<file path="config.mk">
export PLATFORM = sky130hd
export DESIGN_NAME = repl_unit
export DESIGN_NICKNAME = d
export VERILOG_FILES = /design/src/rtl/repl_pkg.sv /design/src/rtl/repl_tag_match.sv /design/src/rtl/repl_victim_sel.sv /design/src/rtl/repl_unit.sv
export SDC_FILE = /design/constraint.sdc
export NUM_CORES = 1
export LEC_CHECK = 0
export ABC_AREA = 1
export BUFFER_PORTS_ARGS = -buffer_cell sky130_fd_sc_hd__buf_2
export CELL_PAD_IN_SITES_DETAIL_PLACEMENT = 1
export CELL_PAD_IN_SITES_GLOBAL_PLACEMENT = 1
export CORE_ASPECT_RATIO = 0.8
export CORE_UTILIZATION = 47
export CTS_BUF_LIST = sky130_fd_sc_hd__clkbuf_4
export CTS_CLUSTER_DIAMETER = 60
export DETAILED_ROUTE_END_ITERATION = 7
export PLACE_DENSITY_LB_ADDON = 0.1
export SLEW_MARGIN = 30
export SYNTH_ARGS = -nofsm -noshare
export SYNTH_HDL_FRONTEND = slang
export SYNTH_SLANG_ARGS = --single-unit
</file>
<file path="constraint.sdc">
create_clock -name clk -period 3.7 [get_ports clk]
set_input_delay 0.185 -clock clk [delete_from_list [all_inputs] [get_ports clk]]
set_output_delay 0.185 -clock clk [all_outputs]
set_load 0.01 [all_outputs]
</file>
<file path="src/rtl/repl_pkg.sv">
package repl_pkg;
  typedef enum logic {
    POL_LRU = 1'b0,
    POL_MRU = 1'b1
  } policy_e;
endpackage

</file>
<file path="src/rtl/repl_tag_match.sv">
module repl_tag_match #(
  parameter int WAYS  = 3,
  parameter int TAG_W = 8,
  parameter int WAY_W = 2
) (
  input  logic [WAYS-1:0]            valid,
  input  logic [WAYS-1:0][TAG_W-1:0] tags,
  input  logic [TAG_W-1:0]           tag,
  output logic [WAYS-1:0]            match,
  output logic                       hit,
  output logic [WAY_W-1:0]           way
);
  genvar g;
  generate
    for (g = 0; g < WAYS; g++) begin : g_cmp
      assign match[g] = valid[g] && (tags[g] == tag);
    end
  endgenerate

  always_comb begin
    hit = 1'b0;
    way = '0;
    for (int i = 0; i < WAYS; i++) begin
      if (match[i] && !hit) begin
        hit = 1'b1;
        way = WAY_W'(i);
      end
    end
  end
endmodule

</file>
<file path="src/rtl/repl_victim_sel.sv">
module repl_victim_sel
  import repl_pkg::*;
#(
  parameter int WAYS  = 3,
  parameter int WAY_W = 2
) (
  input  logic [WAYS-1:0]            valid,
  input  logic [WAYS-1:0][WAY_W-1:0] ranks,
  input  policy_e                    mode,
  output logic [WAY_W-1:0]           way
);
  localparam logic [WAY_W-1:0] OLDEST = WAY_W'(WAYS - 1);

  logic             have_empty;
  logic [WAY_W-1:0] want_rank;

  assign want_rank = (mode == POL_MRU) ? '0 : OLDEST;

  always_comb begin
    have_empty = 1'b0;
    way        = '0;
    for (int i = 0; i < WAYS; i++) begin
      if (!valid[i] && !have_empty) begin
        have_empty = 1'b1;
        way        = WAY_W'(i);
      end
    end
    if (!have_empty) begin
      for (int i = 0; i < WAYS; i++) begin
        if (ranks[i] == want_rank) way = WAY_W'(i);
      end
    end
  end
endmodule

</file>
<file path="src/rtl/repl_unit.sv">
module repl_unit
  import repl_pkg::*;
#(
  parameter int NUM_SETS = 4,
  parameter int WAYS     = 3,
  parameter int TAG_W    = 8,
  parameter int CNT_W    = 16,
  localparam int SET_W   = (NUM_SETS > 1) ? $clog2(NUM_SETS) : 1,
  localparam int WAY_W   = (WAYS > 1) ? $clog2(WAYS) : 1
) (
  input  logic             clk,
  input  logic             rst_n,
  input  logic             clr,
  input  logic             policy,
  input  logic             req_valid,
  output logic             req_ready,
  input  logic [SET_W-1:0] req_set,
  input  logic [TAG_W-1:0] req_tag,
  output logic             resp_valid,
  input  logic             resp_ready,
  output logic             resp_hit,
  output logic [WAY_W-1:0] resp_way,
  output logic [CNT_W-1:0] hit_count,
  output logic [CNT_W-1:0] miss_count
);
  logic [NUM_SETS-1:0][WAYS-1:0]            valid_q;
  logic [NUM_SETS-1:0][WAYS-1:0][TAG_W-1:0] tag_q;
  logic [NUM_SETS-1:0][WAYS-1:0][WAY_W-1:0] rank_q;

  logic [WAYS-1:0]  lk_match;
  logic             lk_hit;
  logic [WAY_W-1:0] lk_way;
  logic [WAY_W-1:0] vic_way;
  logic [WAY_W-1:0] tgt_way;
  logic [WAY_W-1:0] tgt_rank;
  logic             accept;
  policy_e          mode_now;

  assign mode_now  = policy_e'(policy);
  assign req_ready = !clr && (!resp_valid || resp_ready);
  assign accept    = req_valid && req_ready;

  repl_tag_match #(.WAYS(WAYS), .TAG_W(TAG_W), .WAY_W(WAY_W)) u_match (
    .valid (valid_q[req_set]),
    .tags  (tag_q[req_set]),
    .tag   (req_tag),
    .match (lk_match),
    .hit   (lk_hit),
    .way   (lk_way)
  );

  repl_victim_sel #(.WAYS(WAYS), .WAY_W(WAY_W)) u_victim (
    .valid (valid_q[req_set]),
    .ranks (rank_q[req_set]),
    .mode  (mode_now),
    .way   (vic_way)
  );

  assign tgt_way  = lk_hit ? lk_way : vic_way;
  assign tgt_rank = rank_q[req_set][tgt_way];

  // Set contents and recency ranks
  always_ff @(posedge clk or negedge rst_n) begin
    if (!rst_n) begin
      for (int s = 0; s < NUM_SETS; s++) begin
        for (int w = 0; w < WAYS; w++) begin
          valid_q[s][w] <= 1'b0;
          tag_q[s][w]   <= '0;
          rank_q[s][w]  <= WAY_W'(w);
        end
      end
    end else if (clr) begin
      for (int s = 0; s < NUM_SETS; s++) begin
        for (int w = 0; w < WAYS; w++) begin
          valid_q[s][w] <= 1'b0;
          rank_q[s][w]  <= WAY_W'(w);
        end
      end
    end else if (accept) begin
      for (int w = 0; w < WAYS; w++) begin
        if (WAY_W'(w) == tgt_way) begin
          rank_q[req_set][w] <= '0;
        end else if (rank_q[req_set][w] < tgt_rank) begin
          rank_q[req_set][w] <= rank_q[req_set][w] + 1'b1;
        end
      end
      if (!lk_hit) begin
        valid_q[req_set][tgt_way] <= 1'b1;
        tag_q[req_set][tgt_way]   <= req_tag;
      end
    end
  end

  // Response register and counters
  always_ff @(posedge clk or negedge rst_n) begin
    if (!rst_n) begin
      resp_valid <= 1'b0;
      resp_hit   <= 1'b0;
      resp_way   <= '0;
      hit_count  <= '0;
      miss_count <= '0;
    end else if (clr) begin
      resp_valid <= 1'b0;
      hit_count  <= '0;
      miss_count <= '0;
    end else begin
      if (accept) begin
        resp_valid <= 1'b1;
        resp_hit   <= lk_hit;
        resp_way   <= tgt_way;
        if (lk_hit) hit_count <= hit_count + 1'b1;
        else        miss_count <= miss_count + 1'b1;
      end else if (resp_ready) begin
        resp_valid <= 1'b0;
      end
    end
  end


  genvar gs, gr, gw;
  generate
    for (gs = 0; gs < NUM_SETS; gs++) begin : g_set_chk
      for (gr = 0; gr < WAYS; gr++) begin : g_rank_chk
        logic [WAYS-1:0] holds_r;
        for (gw = 0; gw < WAYS; gw++) begin : g_way
          assign holds_r[gw] = (rank_q[gs][gw] == WAY_W'(gr));
        end

        rank_perm_chk: assert property (@(posedge clk) disable iff (!rst_n)
          $countones(holds_r) == 1);
      end
    end
  endgenerate


  single_match_chk: assert property (@(posedge clk) disable iff (!rst_n)
    $onehot0(lk_match));


  resp_hold_chk: assert property (@(posedge clk) disable iff (!rst_n)
    (resp_valid && !resp_ready && !clr) |=> (resp_valid && $stable(resp_hit) && $stable(resp_way)));

  logic [CNT_W:0] cnt_sum;
  assign cnt_sum = {1'b0, hit_count} + {1'b0, miss_count};


  count_step_chk: assert property (@(posedge clk) disable iff (!rst_n)
    !clr |=> (cnt_sum == $past(cnt_sum) || cnt_sum == $past(cnt_sum) + 1'b1));


  clear_state_chk: assert property (@(posedge clk) disable iff (!rst_n)
    clr |=> (hit_count == '0 && miss_count == '0 && !resp_valid));
endmodule

</file>
; ---- Yosys cells after proc, flatten, opt, wreduce, memory -nomap -nowiden
; Index checks and enable logic that the tools add are counted.
[word_totals]
ff_bits = 168
out_inout_bits = 37
[op_classes]
add_sub_neg = 5
magnitude_cmp = 7
n_eq_ne = 9
mux = 66
n_bitwise = 9
n_reduce_logical = 27
[op_table]
columns = operator, n
row1 = $mux W24, 14
row2 = $bwmux W96, 1
row3 = $mux W16, 6
row4 = $and A24 B24 Y24, 3
row5 = $bwmux W24, 3
row6 = $not A24 Y24, 3
row7 = $bmux W24 S2, 1
row8 = $demux W24 S2, 1
row9 = $demux W6 S2, 3
row10 = $mux W12, 3
row11 = $add A16 B1 Y16 const B, 2
row12 = $eq A8 B8 Y1, 3
row13 = $mux W2, 10
row14 = $demux W8 S2, 1
row15 = $bmux W6 S2, 1
row16 = $mux W1, 12
row17 = $mux W6, 2
row18 = $or A12 B12 Y12, 1
row19 = $logic_and A1 B1 Y1, 11
row20 = $mux W8, 1
row21 = $logic_not A1 Y1, 7
row22 = $add A2 B1 Y2 const B, 3
row23 = $bmux W3 S2, 1
row24 = $demux W3 S2, 1
row25 = 18 further kinds, 29

; ---- Longest topological paths before layout
; Gate-level depths: netlist of the first run.
[depth]
word_depth = 30
depth_mapped = 26
depth_no_buf = 25

; ---- Modules after synthesis
; A second synthesis of the first run with hierarchy kept.
[unflattened]
cells_unflattened = 1235
area_unflattened_um2 = 9336.5
[modules_own_cells]
columns = module, n_inst, cells_each, area_per_inst_um2
row1 = repl_unit, 1, 1092, 8682.1
row2 = repl_tag_match, 1, 124, 568.0
row3 = repl_victim_sel, 1, 19, 86.3

; ---- Worst setup path before layout of the first run
; Ideal clock, no wire load.
[synth_path]
path_kind = input port to flip-flop
from = in req_set[1]
to = reg rank_q[16] (netlist bit)
setup_ps = 122
arrival_ps = 2770
required_time_ps = 3578
setup_slack_ps = 808
cell_stages = 21
path_buffers = 3
path_cell_list = buf_4 -> nor2_1 -> buf_4 -> nand2_1 -> nand3_1 -> nand2_1 -> nor2_1 -> nand2_1 -> nand3_1 -> nand2_1 -> nand2_8 -> inv_2 -> buf_2 -> a221oi_1 -> ha_1 -> nand2_2 -> nand2_2 -> nand2_4 -> nand2_2 -> nand2_1 -> o21ai_1
[synth_via]
elab_chain_cells = 30
elab_cells_between_ends = 78
cone_classes = add/sub: 3 / order compare: 5 / eq/ne: 8 / mux: 42 / bitwise: 6 / reduce/logical: 14
[synth_rtl]
columns = item, line_no
row1 = "start, declared", repl_unit.sv:17  ; input logic [SET_W-1:0] req_set,
row2 = $bmux W3 S2, "repl_unit.sv:44, repl_unit.sv:53"
row3 = $mux W3 (implied by the code), "repl_unit.sv:44, repl_unit.sv:53"
row4 = $logic_not A1 Y1, repl_victim_sel.sv:23  ; if (!valid[i] && !have_empty) begin
row5 = $logic_and A1 B1 Y1, repl_victim_sel.sv:23
row6 = $mux W1, repl_victim_sel.sv:23
row7 = $logic_not A1 Y1, repl_victim_sel.sv:23
row8 = $logic_and A1 B1 Y1, repl_victim_sel.sv:23
row9 = $mux W2, repl_victim_sel.sv:23
row10 = [... 14 more ...], --
row11 = $mux W24, repl_unit.sv:81  ; if (WAY_W'(w) == tgt_way) begin
row12 = $mux W24, repl_unit.sv:79  ; end else if (accept) begin
row13 = $mux W24, repl_unit.sv:72  ; end else if (clr) begin
row14 = $bwmux W24, repl_unit.sv:84  ; rank_q[req_set][w] <= rank_q[req_set][w] + 1'b1;
row15 = $mux W24, repl_unit.sv:83  ; end else if (rank_q[req_set][w] < tgt_rank) begin
row16 = $mux W24 (*), repl_unit.sv:81
row17 = $mux W24 (*), repl_unit.sv:79
row18 = $mux W24 (*), repl_unit.sv:72
row19 = "end signal, assigned by index", repl_unit.sv:69  ; rank_q[s][w] <= WAY_W'(w);
row20 = "end signal, assigned by index", repl_unit.sv:76  ; rank_q[s][w] <= WAY_W'(w);
row21 = "end signal, assigned by index", repl_unit.sv:84
row22 = "end, declared", repl_unit.sv:28  ; logic [NUM_SETS-1:0][WAYS-1:0][WAY_W-1:0] rank_q;
; Mark *: on every way between the ends. The rest lies on a longest branch, timed or not. The select of a mux whose other input is x is not followed.
; A chain may end at the register's enable or synchronous reset.

; ---- Worst setup path in the final report of the first run
[layout_path]
from = reg valid_q[11] (netlist bit)
to = reg rank_q[7] (netlist bit)
[layout_via]
elab_chain_cells = 27
elab_cells_between_ends = 39
cone_classes = order compare: 3 / eq/ne: 2 / mux: 27 / bitwise: 2 / reduce/logical: 5
[layout_rtl]
columns = item, line_no
row1 = "start, declared", repl_unit.sv:26  ; logic [NUM_SETS-1:0][WAYS-1:0] valid_q;
row2 = "start signal, assigned by index", repl_unit.sv:67  ; valid_q[s][w] <= 1'b0;
row3 = "start signal, assigned by index", repl_unit.sv:75  ; valid_q[s][w] <= 1'b0;
row4 = "start signal, assigned by index", repl_unit.sv:88  ; valid_q[req_set][tgt_way] <= 1'b1;
row5 = $bmux W3 S2 (*), "repl_unit.sv:44, repl_unit.sv:53"
row6 = $mux W3 (implied by the code) (*), "repl_unit.sv:44, repl_unit.sv:53"
row7 = $logic_not A1 Y1, repl_victim_sel.sv:23
row8 = $logic_and A1 B1 Y1, repl_victim_sel.sv:23
row9 = $mux W2, repl_victim_sel.sv:23
row10 = $mux W2 (3 in a row), repl_victim_sel.sv:30  ; if (ranks[i] == want_rank) way = WAY_W'(i);
row11 = $mux W2, repl_victim_sel.sv:28  ; if (!have_empty) begin
row12 = $mux W2 (*), repl_unit.sv:59  ; assign tgt_way = lk_hit ? lk_way : vic_way;
row13 = [... 9 more ...], --
row14 = $mux W24, repl_unit.sv:81
row15 = $mux W24, repl_unit.sv:79
row16 = $mux W24, repl_unit.sv:72
row17 = $bwmux W24, repl_unit.sv:84
row18 = $mux W24, repl_unit.sv:83
row19 = $mux W24 (*), repl_unit.sv:81
row20 = $mux W24 (*), repl_unit.sv:79
row21 = $mux W24 (*), repl_unit.sv:72
; Marked as above.

==> results.toml, run 1 <==
[yosys]
synthTopCellsByArea = "dfrtp_1 42%, nand2_1 20%, o21ai_1 5.0%, nand3_1 4.0%, inv_1 3.8%"
synth_top_family_by_area = "simple AND/OR/NAND/NOR gates"
synth_compound_area_frac = 0.1223
muxShareOfSynthArea = 0
synth_ff_type = "dfrtp_1"
synth_edf_count = 0
synth_area_sq_um = 9517
synth_area_leader_cell = "dfrtp_1"
synth_fa_ha_area_frac = 0.006574
postSynthAreaPerCell_sq_um = 7.199
synth-seq-area-share = 0.4428
synth_cell_types = 41
synth.most_common_cell = "nand2_1"
synth_top_area_frac = 0.4207
synth-xor-area-share = 0.01473
yosys.area_share.simple = 0.3372
async_flop_share = 1.000
ys_ff_latch = 168
synth_common_cells = "510 x nand2_1, 160 x dfrtp_1, 96 x inv_1"
synth_cells = 1322
synth_nets = 1343
synth-warning-count = 0

[setup_path]
start_kind = "flip-flop"
path_class = "flip-flop to flip-flop"
reg2reg_to = "rank_q[7]"
cp_max_fo = 10
timing.rr.start = "valid_q[11]"
worstPathArrival_ns = 3.83
end_kind = "flip-flop"
ff2ff_setup_slack_ns = 0.40
rr_worst_depth = 22
critical_path_required_ns = 4.23

[floorplanning]
initial_core_util = 0.4793
die_y_um = 129.3
core_sq_um = 19860
num_io_pins = 53
die-area_sq_um = 20820
rows = 46
die_w_um = 161.1

[layout]
drive_above_1_share = 0.1362
seq_area_sq_um = 4214
fillerInstances = 2613
utilization = 0.5248
syn2layout_area_growth_pct = 9.493
multi_input_area_sq_um = 4576
nets = 1397
final_area_sq_um = 10420
final_cells = 1653

[detailed_routing]
top_layer = "met4"
via_count = 8970
ant_nets = 0
drt_wl_total_mm = 28.41
drc_errors = 0
wl_met2_mm = 12.72
met1Wirelength_mm = 14.42
dr.pass1.iters = 5
routedWlPerCell_um = 17.19
drt_iter0_markers = 673
via_per_inst = 5.426
wl_met3_mm = 1.010

[clocking]
htree_levels = 4
post_cts_buffers = 0
max-clock-path-buffers = 2
clk_latency_ns = 0.61
cts.reportedPaths.clkPinSlew_ns = 0.17
cts_tree = "built"
cts.sinks = 168
cts_buffers = 17
cts_root_buffer = "clkbuf_4"

[global_route]
grtUsageTotal = 0.2868
grt_antenna_before_repair = 1
grt_pass1_wl_mm = 46.98
grt-ovfl-total = 0
first_global_vias = 9041
grt_max_degree = 98

[hold_path]
min-delay-start = "req_tag[4]"
hold_path.class = "input port to flip-flop"
whs_endpoint = "tag_q[84]"
whs_path_depth = 4

[sta]
setup_viol = 0
relSlewSlack = 0.4543
whs_ns = 0.1102
finalMaxSlewViolations = 0
finalHoldViolations = 0
tightest_slew_ns = 0.8186
rsz0062_at_grt = "no"
min_period_over_period = 0.8914
finClkSkew_ns = 0.03359
period_minus_slack_ns = 3.298
clock.fmax_mhz = 303.2

[power]
ir_drop_uv = 264.5
power_density_nw_per_um2 = 393.6
power_uw = 4102
leakage_uw = 0.005252

[placement]
portBuffers = 52
place_hpwl_mm = 20.21
post_dp_cell_area_sq_um = 10090
post-place-cells = 1618
place_congestion = 0.8389

[run]
drv_cap = 0

[outcome]
status = "finished, final reports clean"
[registers in the layout, indices dropped and copies added, names as in the netlist]
register and count:
valid_q 12, resp_way 2, miss_count 16, resp_valid 1, rank_q 24, hit_count 16, tag_q 96, resp_hit 1
[layout by cell type, fill, tap and decap left out, types with 4 or more instances in the layout]
cell type and count:
buf_4 32, nor2_1 79, ha_1 5, nand2_4 5
inv_2 15, dfstp_2 8, nand2_1 510, inv_1 96
nor4_1 7, nand3_1 76, nand2_2 21, nand4_1 16
clkbuf_4 18, buf_2 51, inv_6 4, o31ai_1 9
a21oi_2 6, dfrtp_1 160, a21oi_1 40, xor2_1 13
nand3_2 5, nor3_1 16, a31oi_1 6, nor2_4 6
o21ai_0 50, o21ai_1 95
[worst max-delay path by stage]
| stage | startpoint | to | slack [ns] |
|---|---|---|---|
| after floorplan | req_set[1] | rank_q[16] | 0.81 |
| after global placement | req_set[0] | rank_q[6] | 0.16 |
| after detailed placement | req_set[0] | rank_q[0] | -0.01 |
| after CTS | valid_q[11] | rank_q[7] | 0.38 |
| after global routing | tag_q[42] | rank_q[0] | 0.06 |
| final | valid_q[11] | rank_q[7] | 0.40 |
[layout make-up]
| cell class | instances | area share |
|---|---|---|
| diodes | 1 | 0.0002402 |
| clock buffers | 18 | 0.01297 |
| clock inverters | 13 | 0.01561 |
| inverters | 112 | 0.04035 |
| multi-input cells | 988 | 0.4391 |
| flip-flops and latches | 168 | 0.4044 |
| well taps | 264 | 0.03170 |
| repair buffers | 89 | 0.05560 |
[metal layers]
layer / track usage / vias up
met4: 0.07325 / 0
met1: 0.4129 / 4440
met3: 0.04001 / 22
met2: 0.4551 / 155
li1: - / 4353
met5: 0.009091 / -
[per-stage QoR]
stage / setup TNS [ns] / setup slack, ns
after floorplan: 0 / 0.8081
after global placement: 0 / 0.1571
after detailed placement: -0.01306 / -0.01306
after CTS: 0 / 0.3832
after global routing: 0 / 0.06462
final: 0 / 0.4019
[cell families (layout without fill, tap and decap cells)]
family / Yosys count / in the layout
DFF: 168 / 168
xor gates and xnor gates: 16 / 16
buffers and inverters: 166 / 232
AOI/OAI and AO/OA: 216 / 216
and+or+nand+nor: 751 / 751
other: 0 / 1
adders and majority gates: 5 / 5
[power breakdown]
group / total [uW] / switching [uW] / internal, uW / leakage (uW)
logic: 795 / 532 / 263 / 0.00284
registers: 2140 / 120 / 2020 / 0.00226
clock network: 1160 / 738 / 424 / 0.000151
[critical path: stages, from the launching register on]
cell and delay, ns:
dfrtp_1 0.37, inv_1 0.05, nand2_1 0.05, nand2_1 0.05, nand2_1 0.06, nand2_1 0.17, a21oi_1 0.16, nand2_1 0.07
nor2_1 0.11, nand3_2 0.17, nand2_1 0.22, nand2_8 0.11, nand2_4 0.15, nor2_1 0.06, a221oi_1 0.38, ha_1 0.33
nand2_2 0.11, nand2_2 0.08, nand2_2 0.11, nand2_1 0.11, nor2_1 0.17, nand2_1 0.07, nand2_1 0.06
[what timing repair did]
item	4_1_cts	5_1_grt
resized for setup	0	0
hold buffers	3	0
hold endpoints to repair	92	0
(Power assumes the default switching activity.)
==> inputs of run 2 (changes only) <==
--- a/config.mk
+++ b/config.mk
@@ -9,7 +9,7 @@
 export BUFFER_PORTS_ARGS = -buffer_cell sky130_fd_sc_hd__buf_2
 export CELL_PAD_IN_SITES_DETAIL_PLACEMENT = 1
 export CELL_PAD_IN_SITES_GLOBAL_PLACEMENT = 1
-export CORE_ASPECT_RATIO = 0.8
+export CORE_ASPECT_RATIO = 1.75
 export CORE_UTILIZATION = 47
 export CTS_BUF_LIST = sky130_fd_sc_hd__clkbuf_4
 export CTS_CLUSTER_DIAMETER = 60
==> run 2 against run 1 <==
Compared with the run above: cell area down 0.36%; clock skew down 0.014 ns; fmax up 6.8%; global-route usage grew 1.7 points; setup slack gained 0.21 ns; count of clock-buffer cells in the layout is 3 higher; critical path depth decreased by 1; via count rose by 0.58%; register-to-register slack improved by 0.21 ns; clock power decreased by 8%; critical path type unchanged; largest cell class unchanged; largest power group unchanged.
==> results.toml, run 2 (same netlist as run 1, synthesis figures left out) <==
[outcome]
status = "finished, final reports clean"

[floorplanning]
die_y_um = 190.2
rows = 68
num_io_pins = 53
die-area_sq_um = 20840
initial_core_util = 0.4801
core_sq_um = 19820
die_w_um = 109.6

[sta]
finClkSkew_ns = 0.01996
period_minus_slack_ns = 3.088
rsz0062_at_grt = "no"
setup-tns-final_ns = 0
min_period_over_period = 0.8346
setup_ws_ns = 0.6119
finalHoldViolations = 0
relSlewSlack = 0.3610
setup_viol = 0
tightest_slew_ns = 0.9584
clock.fmax_mhz = 323.8
finalMaxSlewViolations = 0

[layout]
seq_area_sq_um = 4214
fillerInstances = 2653
top_register = "tag_q"
multi_input_area_sq_um = 4576
largest_reg_flops = 96
nets = 1400
reg_top3 = "tag_q x96, rank_q x24"
drive_above_1_share = 0.1358
utilization = 0.5237
syn2layout_area_growth_pct = 9.099
layout_commonest_cell = "nand2_1"
mostFrequentLayoutCells = "510 x nand2_1, 160 x dfrtp_1, 96 x inv_1"

[setup_path]
crit_chain = "inv_1, nor2_1, a21oi_1, nand2_1, nand2_1, nand3_1, nand2_1, nand3_1, nand2_1, nand2_8, inv_2, a221oi_1, buf_4, ha_1, nand2_2, nand2_2, nand2_2, nand2_1, nor2_1, nand2_1, nand2_1"
critPathMaxStageDelay_ns = 0.57
path_class = "flip-flop to flip-flop"
cp_max_fo = 10
start_kind = "flip-flop"
worstPathArrival_ns = 3.65
end_kind = "flip-flop"
critical_path_required_ns = 4.26
cp_slowest_cell = "dfstp_2"
crit_top_cell = "nand2_1"

[detailed_routing]
drc_errors = 0
ant_nets = 0
drt_wl_total_mm = 29.71
via_count = 9022
drt_iter0_markers = 455
routedWlPerCell_um = 18.13
dr.pass1.iters = 4
via_per_inst = 5.508

[power]
leakage_uw = 0.005261
seqPwrFrac = 0.534
power_density_nw_per_um2 = 385.8
switchingPower_uw = 1300
pwr-share-comb = 0.200
pwr-share-clk = 0.266
ir_drop_uv = 346.5
switching_share = 0.3246
power_uw = 4005
internal_power_uw = 2705

[placement]
place_hpwl_mm = 21.75
post-place-ws_ns = 0.1431
portBuffers = 52
place_congestion = 0.9039

[clocking]
cts_buffers = 17
cts.sinks = 168
max-clock-path-buffers = 2
cts_root_buffer = "clkbuf_4"
cts_tree = "built"
cts_resized = 0
hold_buffers = 3
clk_latency_ns = 0.62
cts.reportedPaths.clkPinSlew_ns = 0.14
post_cts_buffers = 0
htree_levels = 4

[global_route]
grtUsageTotal = 0.3042
grt_busiest_layer = "met2"
grt_pass1_wl_mm = 47.95
grt-ovfl-total = 0
grt_antenna_before_repair = 1
met2_usage = 0.5796
use_met1 = 0.3062
gr-usage-met3 = 0.04375
first_global_vias = 9525
grt_max_degree = 94

[run]
drv_cap = 0

[hold_path]
hold_path.class = "input port to flip-flop"
-- run 2: cell types whose count changed in the layout (fill, tap and decap cells not counted), sizes merged --
cell and delta:
inv -5, clkinvlp -2, buf +4, clkinv +5, clkbuf +2
-- run 2: critical path, delay by kind of cell (launching register included) --
kind	cells	cell delay (ns)
DFF	1	0.57
adders and majority gates	1	0.23
buffers and inverters	3	0.26
and+or+nand+nor	15	1.59
AOI/OAI and AO/OA	2	0.36
-- run 2: power groups by stage --
stage	Clock (uW)	Combinational, uW	Sequential (uW)
2_1_floorplan	0	546	2140
3_3_place_gp	0	771	2170
3_5_place_dp	0	804	2170
4_1_cts	1110	810	2140
5_1_grt	1170	905	2160
6_report	1070	799	2140
-- run 2: final cells by class --
| class | count | share of cell area |
|---|---|---|
| diodes | 1 | 0.0002410 |
| well taps | 245 | 0.02953 |
| repair buffers | 92 | 0.05772 |
| flip-flops and latches | 168 | 0.4059 |
| inverters | 112 | 0.04049 |
| multi-input cells | 988 | 0.4407 |
| clock buffers | 21 | 0.01518 |
| clock inverters | 11 | 0.01024 |
-- run 2: path summary, 6_finish.rpt --
path / startpoint / to / slack, ns / depth (start not counted)
min: req_tag[6] / tag_q[46] / 0.1 / 3
max in group asynchronous: rst_n / tag_q[28] / 2.54 / 3
min in group asynchronous: rst_n / hit_count[8] / 0.13 / 2
max: rank_q[23] / rank_q[6] / 0.61 / 21
min reg2reg: rank_q[23] / rank_q[23] / 0.49 / 2
max reg2reg: rank_q[23] / rank_q[6] / 0.61 / 21
-- run 2: per-layer routing --
metal | up-vias | wire length [um]
met2 | 139 | 16730
met1 | 4450 | 11020
met4 | 0 | 1221
met5 | - | 0
met3 | 70 | 733
li1 | 4363 | -
-- run 2: stage by stage --
step | hold slack, ns | instance area, sq um | instances
after global placement | 0.2607 | 10090 | 1602
after detailed placement | 0.2714 | 10090 | 1602
after CTS | 0.06715 | 10380 | 1637
after global routing | 0.1006 | 10380 | 1638
after floorplan | -0.1106 | 9517 | 1322
final | 0.09571 | 10380 | 1638
==> inputs of run 3 (changes only) <==
--- a/config.mk
+++ b/config.mk
@@ -10,7 +10,7 @@
 export CELL_PAD_IN_SITES_DETAIL_PLACEMENT = 1
 export CELL_PAD_IN_SITES_GLOBAL_PLACEMENT = 1
 export CORE_ASPECT_RATIO = 1.75
-export CORE_UTILIZATION = 47
+export CORE_UTILIZATION = 42
 export CTS_BUF_LIST = sky130_fd_sc_hd__clkbuf_4
 export CTS_CLUSTER_DIAMETER = 60
 export DETAILED_ROUTE_END_ITERATION = 7
==> constraint.sdc (replaced) <==
create_clock -name clk -period 2.52 [get_ports clk]
set_input_delay 0.126 -clock clk [delete_from_list [all_inputs] [get_ports clk]]
set_output_delay 0.126 -clock clk [all_outputs]
set_load 0.01 [all_outputs]
==> run 3 against run 2 <==
Compared with the run above: the flow now finishes with violations (negative setup slack); combinational power up 110%; clock skew up 0.011 ns; setup slack worse by 0.84 ns; wire length up 12%; hold slack worse by 0.059 ns; non-clock buffer count up 143; via count up 8.2%; critical endpoint is now rank_q[21].
==> results.toml, run 3 (same netlist as run 1, synthesis figures left out) <==
[setup_path]
crit_chain = "inv_1, nor2_1, a21oi_1, nand2_1, nand2_1, nand2_1, nor2_2, nand3_4, nand2_2, nand2_2, nand2_4, inv_4, a221oi_4, ha_1, nand2_4, nand2_8, nand2_8, nand2_4, nand2_1, o21ai_1"
rr_worst_depth = 20
cp_max_fo = 8
worstPathArrival_ns = 3.28
timing.rr.start = "tag_q[42]"
ff2ff_setup_slack_ns = -0.23
critPathMaxStageDelay_ns = 0.40
end_kind = "flip-flop"
path_class = "flip-flop to flip-flop"
crit_top_cell = "nand2_1"
cp_slowest_cell = "dfrtp_1"
critical_path_required_ns = 3.05
reg2reg_to = "rank_q[21]"
start_kind = "flip-flop"

[global_route]
grt_pass1_wl_mm = 52.19
grt_max_degree = 67
first_global_vias = 10390
grt-ovfl-total = 0
grtUsageTotal = 0.2975
grt_antenna_before_repair = 1

[layout]
nets = 1543
reg_top3 = "tag_q x96, rank_q x24"
mostFrequentLayoutCells = "449 x nand2_1, 159 x dfrtp_1, 137 x buf_4"
syn2layout_area_growth_pct = 31.76
fillerInstances = 2828
layout_commonest_cell = "nand2_1"
top_register = "tag_q"
final_cells = 1830
largest_reg_flops = 96
drive_above_1_share = 0.2916

[detailed_routing]
via_count = 9766
dr.pass1.iters = 4
drt_iter0_markers = 326
drt_wl_total_mm = 33.28
routedWlPerCell_um = 18.19
ant_nets = 0
via_per_inst = 5.337
drc_errors = 0

[clocking]
cts_root_buffer = "clkbuf_4"
htree_levels = 4
cts_buffers = 17
cts.sinks = 168
cts.reportedPaths.clkPinSlew_ns = 0.14
clk_latency_ns = 0.66
cts_tree = "built"
max-clock-path-buffers = 2

[placement]
place_congestion = 0.8732
post-place-cells = 1765
post-place-ws_ns = -0.6350
place_hpwl_mm = 23.80
portBuffers = 52

[hold_path]
whs_path_depth = 4
hold_path.class = "input port to flip-flop"
min-delay-start = "req_tag[4]"
whs_endpoint = "tag_q[76]"

[floorplanning]
die-area_sq_um = 23290
die_w_um = 115.8
core_sq_um = 22160
num_io_pins = 53
die_y_um = 201.1
initial_core_util = 0.4294
rows = 72

[sta]
rsz0062_at_grt = "yes"
clock.fmax_mhz = 363.9
period_minus_slack_ns = 2.748
setup_viol = 24
min_period_over_period = 1.091
setup_ws_ns = -0.2283
finalMaxSlewViolations = 0
finClkSkew_ns = 0.03105
relSlewSlack = 0.5637
whs_ns = 0.03630
finalHoldViolations = 0
tightest_slew_ns = 0.6504

[power]
pwr-share-comb = 0.256
seqPwrFrac = 0.482
power_uw = 6552
ir_drop_uv = 419.6
power_density_nw_per_um2 = 522.5
pwr-share-clk = 0.262
switching_share = 0.3300
internal_power_uw = 4389
switchingPower_uw = 2162
leakage_uw = 0.006261

[outcome]
failed_checks = "negative setup slack"
status = "finished with violations"

[run]
drv_cap = 0
[run 3: changes by cell type in the layout (fill, tap and decap cells not counted), moves of 9 or more]
cell	change
nand2_1	-61
nand2_2	+36
nor2_1	-18
o21ai_2	+12
buf_4	+102
a21oi_1	-9
nor2_2	+13
nand2_4	+21
nand3_1	-11
o21ai_0	-14
buf_12	+22
[run 3: critical path: cells and delay by family (launching register included)]
kind | cells | cell delay, ns
buffers and inverters | 2 | 0.11
adders and majority gates | 1 | 0.32
AOI/OAI and AO/OA | 3 | 0.52
DFF | 1 | 0.40
and+or+nand+nor | 14 | 1.28
[run 3: worst max path at each step]
stage | cells after the start | from | slack, ns | to
2_1_floorplan | 20 | rank_q[23] | -0.1 | rank_q[4]
3_3_place_gp | 22 | req_set[0] | -0.54 | rank_q[3]
3_5_place_dp | 23 | req_set[0] | -0.63 | rank_q[18]
4_1_cts | 23 | tag_q[19] | -0.24 | rank_q[18]
5_1_grt | 21 | tag_q[42] | -0.40 | rank_q[1]
6_report | 20 | tag_q[42] | -0.23 | rank_q[21]
[run 3: layout make-up]
cell class	instances	area (sq um)	area share
repair buffers	235	2041	0.1627
multi-input cells	988	5184	0.4134
clock inverters	8	123.9	0.009878
diodes	1	2.502	0.0001996
well taps	296	370.4	0.02954
clock buffers	22	165.2	0.01317
inverters	112	437.9	0.03492
flip-flops and latches	168	4215	0.3362
[run 3: timing repair]
action,4_1_cts,5_1_grt
endpoints found under the hold margin,190,0
endpoints found under the setup margin,100,126
cloned,0,2
resized for setup,44,122
setup buffers,9,12
pin swaps,38,35
hold buffers,12,0
[run 3: per-stage QoR]
| step | cell area, sq um | setup TNS (ns) | utilization |
|---|---|---|---|
| after floorplan | 9653 | -1.667 | - |
| after global routing | 12540 | -14.33 | 0.5658 |
| after CTS | 12010 | -4.833 | 0.5418 |
| after global placement | 11340 | -39.36 | 0.5118 |
| after detailed placement | 11340 | -50.72 | 0.5118 |
| final | 12540 | -4.372 | 0.5658 |
[run 3: per-layer routing]
metal,share of wire,vias up,global-route usage
met5,0,-,0
met4,0.064,0,0.1891
met3,0.025,114,0.05301
met2,0.56,190,0.5582
met1,0.35,4817,0.2889
li1,-,4645,-
[run 3: power by group through the flow]
stage          Sequential (uW)  Clock [uW]  Combinational, uW
2_1_floorplan             3150           0                832
3_3_place_gp              3180           0               1390
5_1_grt                   3190        1850               1860
6_report                  3160        1720               1680
4_1_cts                   3130        1780               1560
3_5_place_dp              3180           0               1440
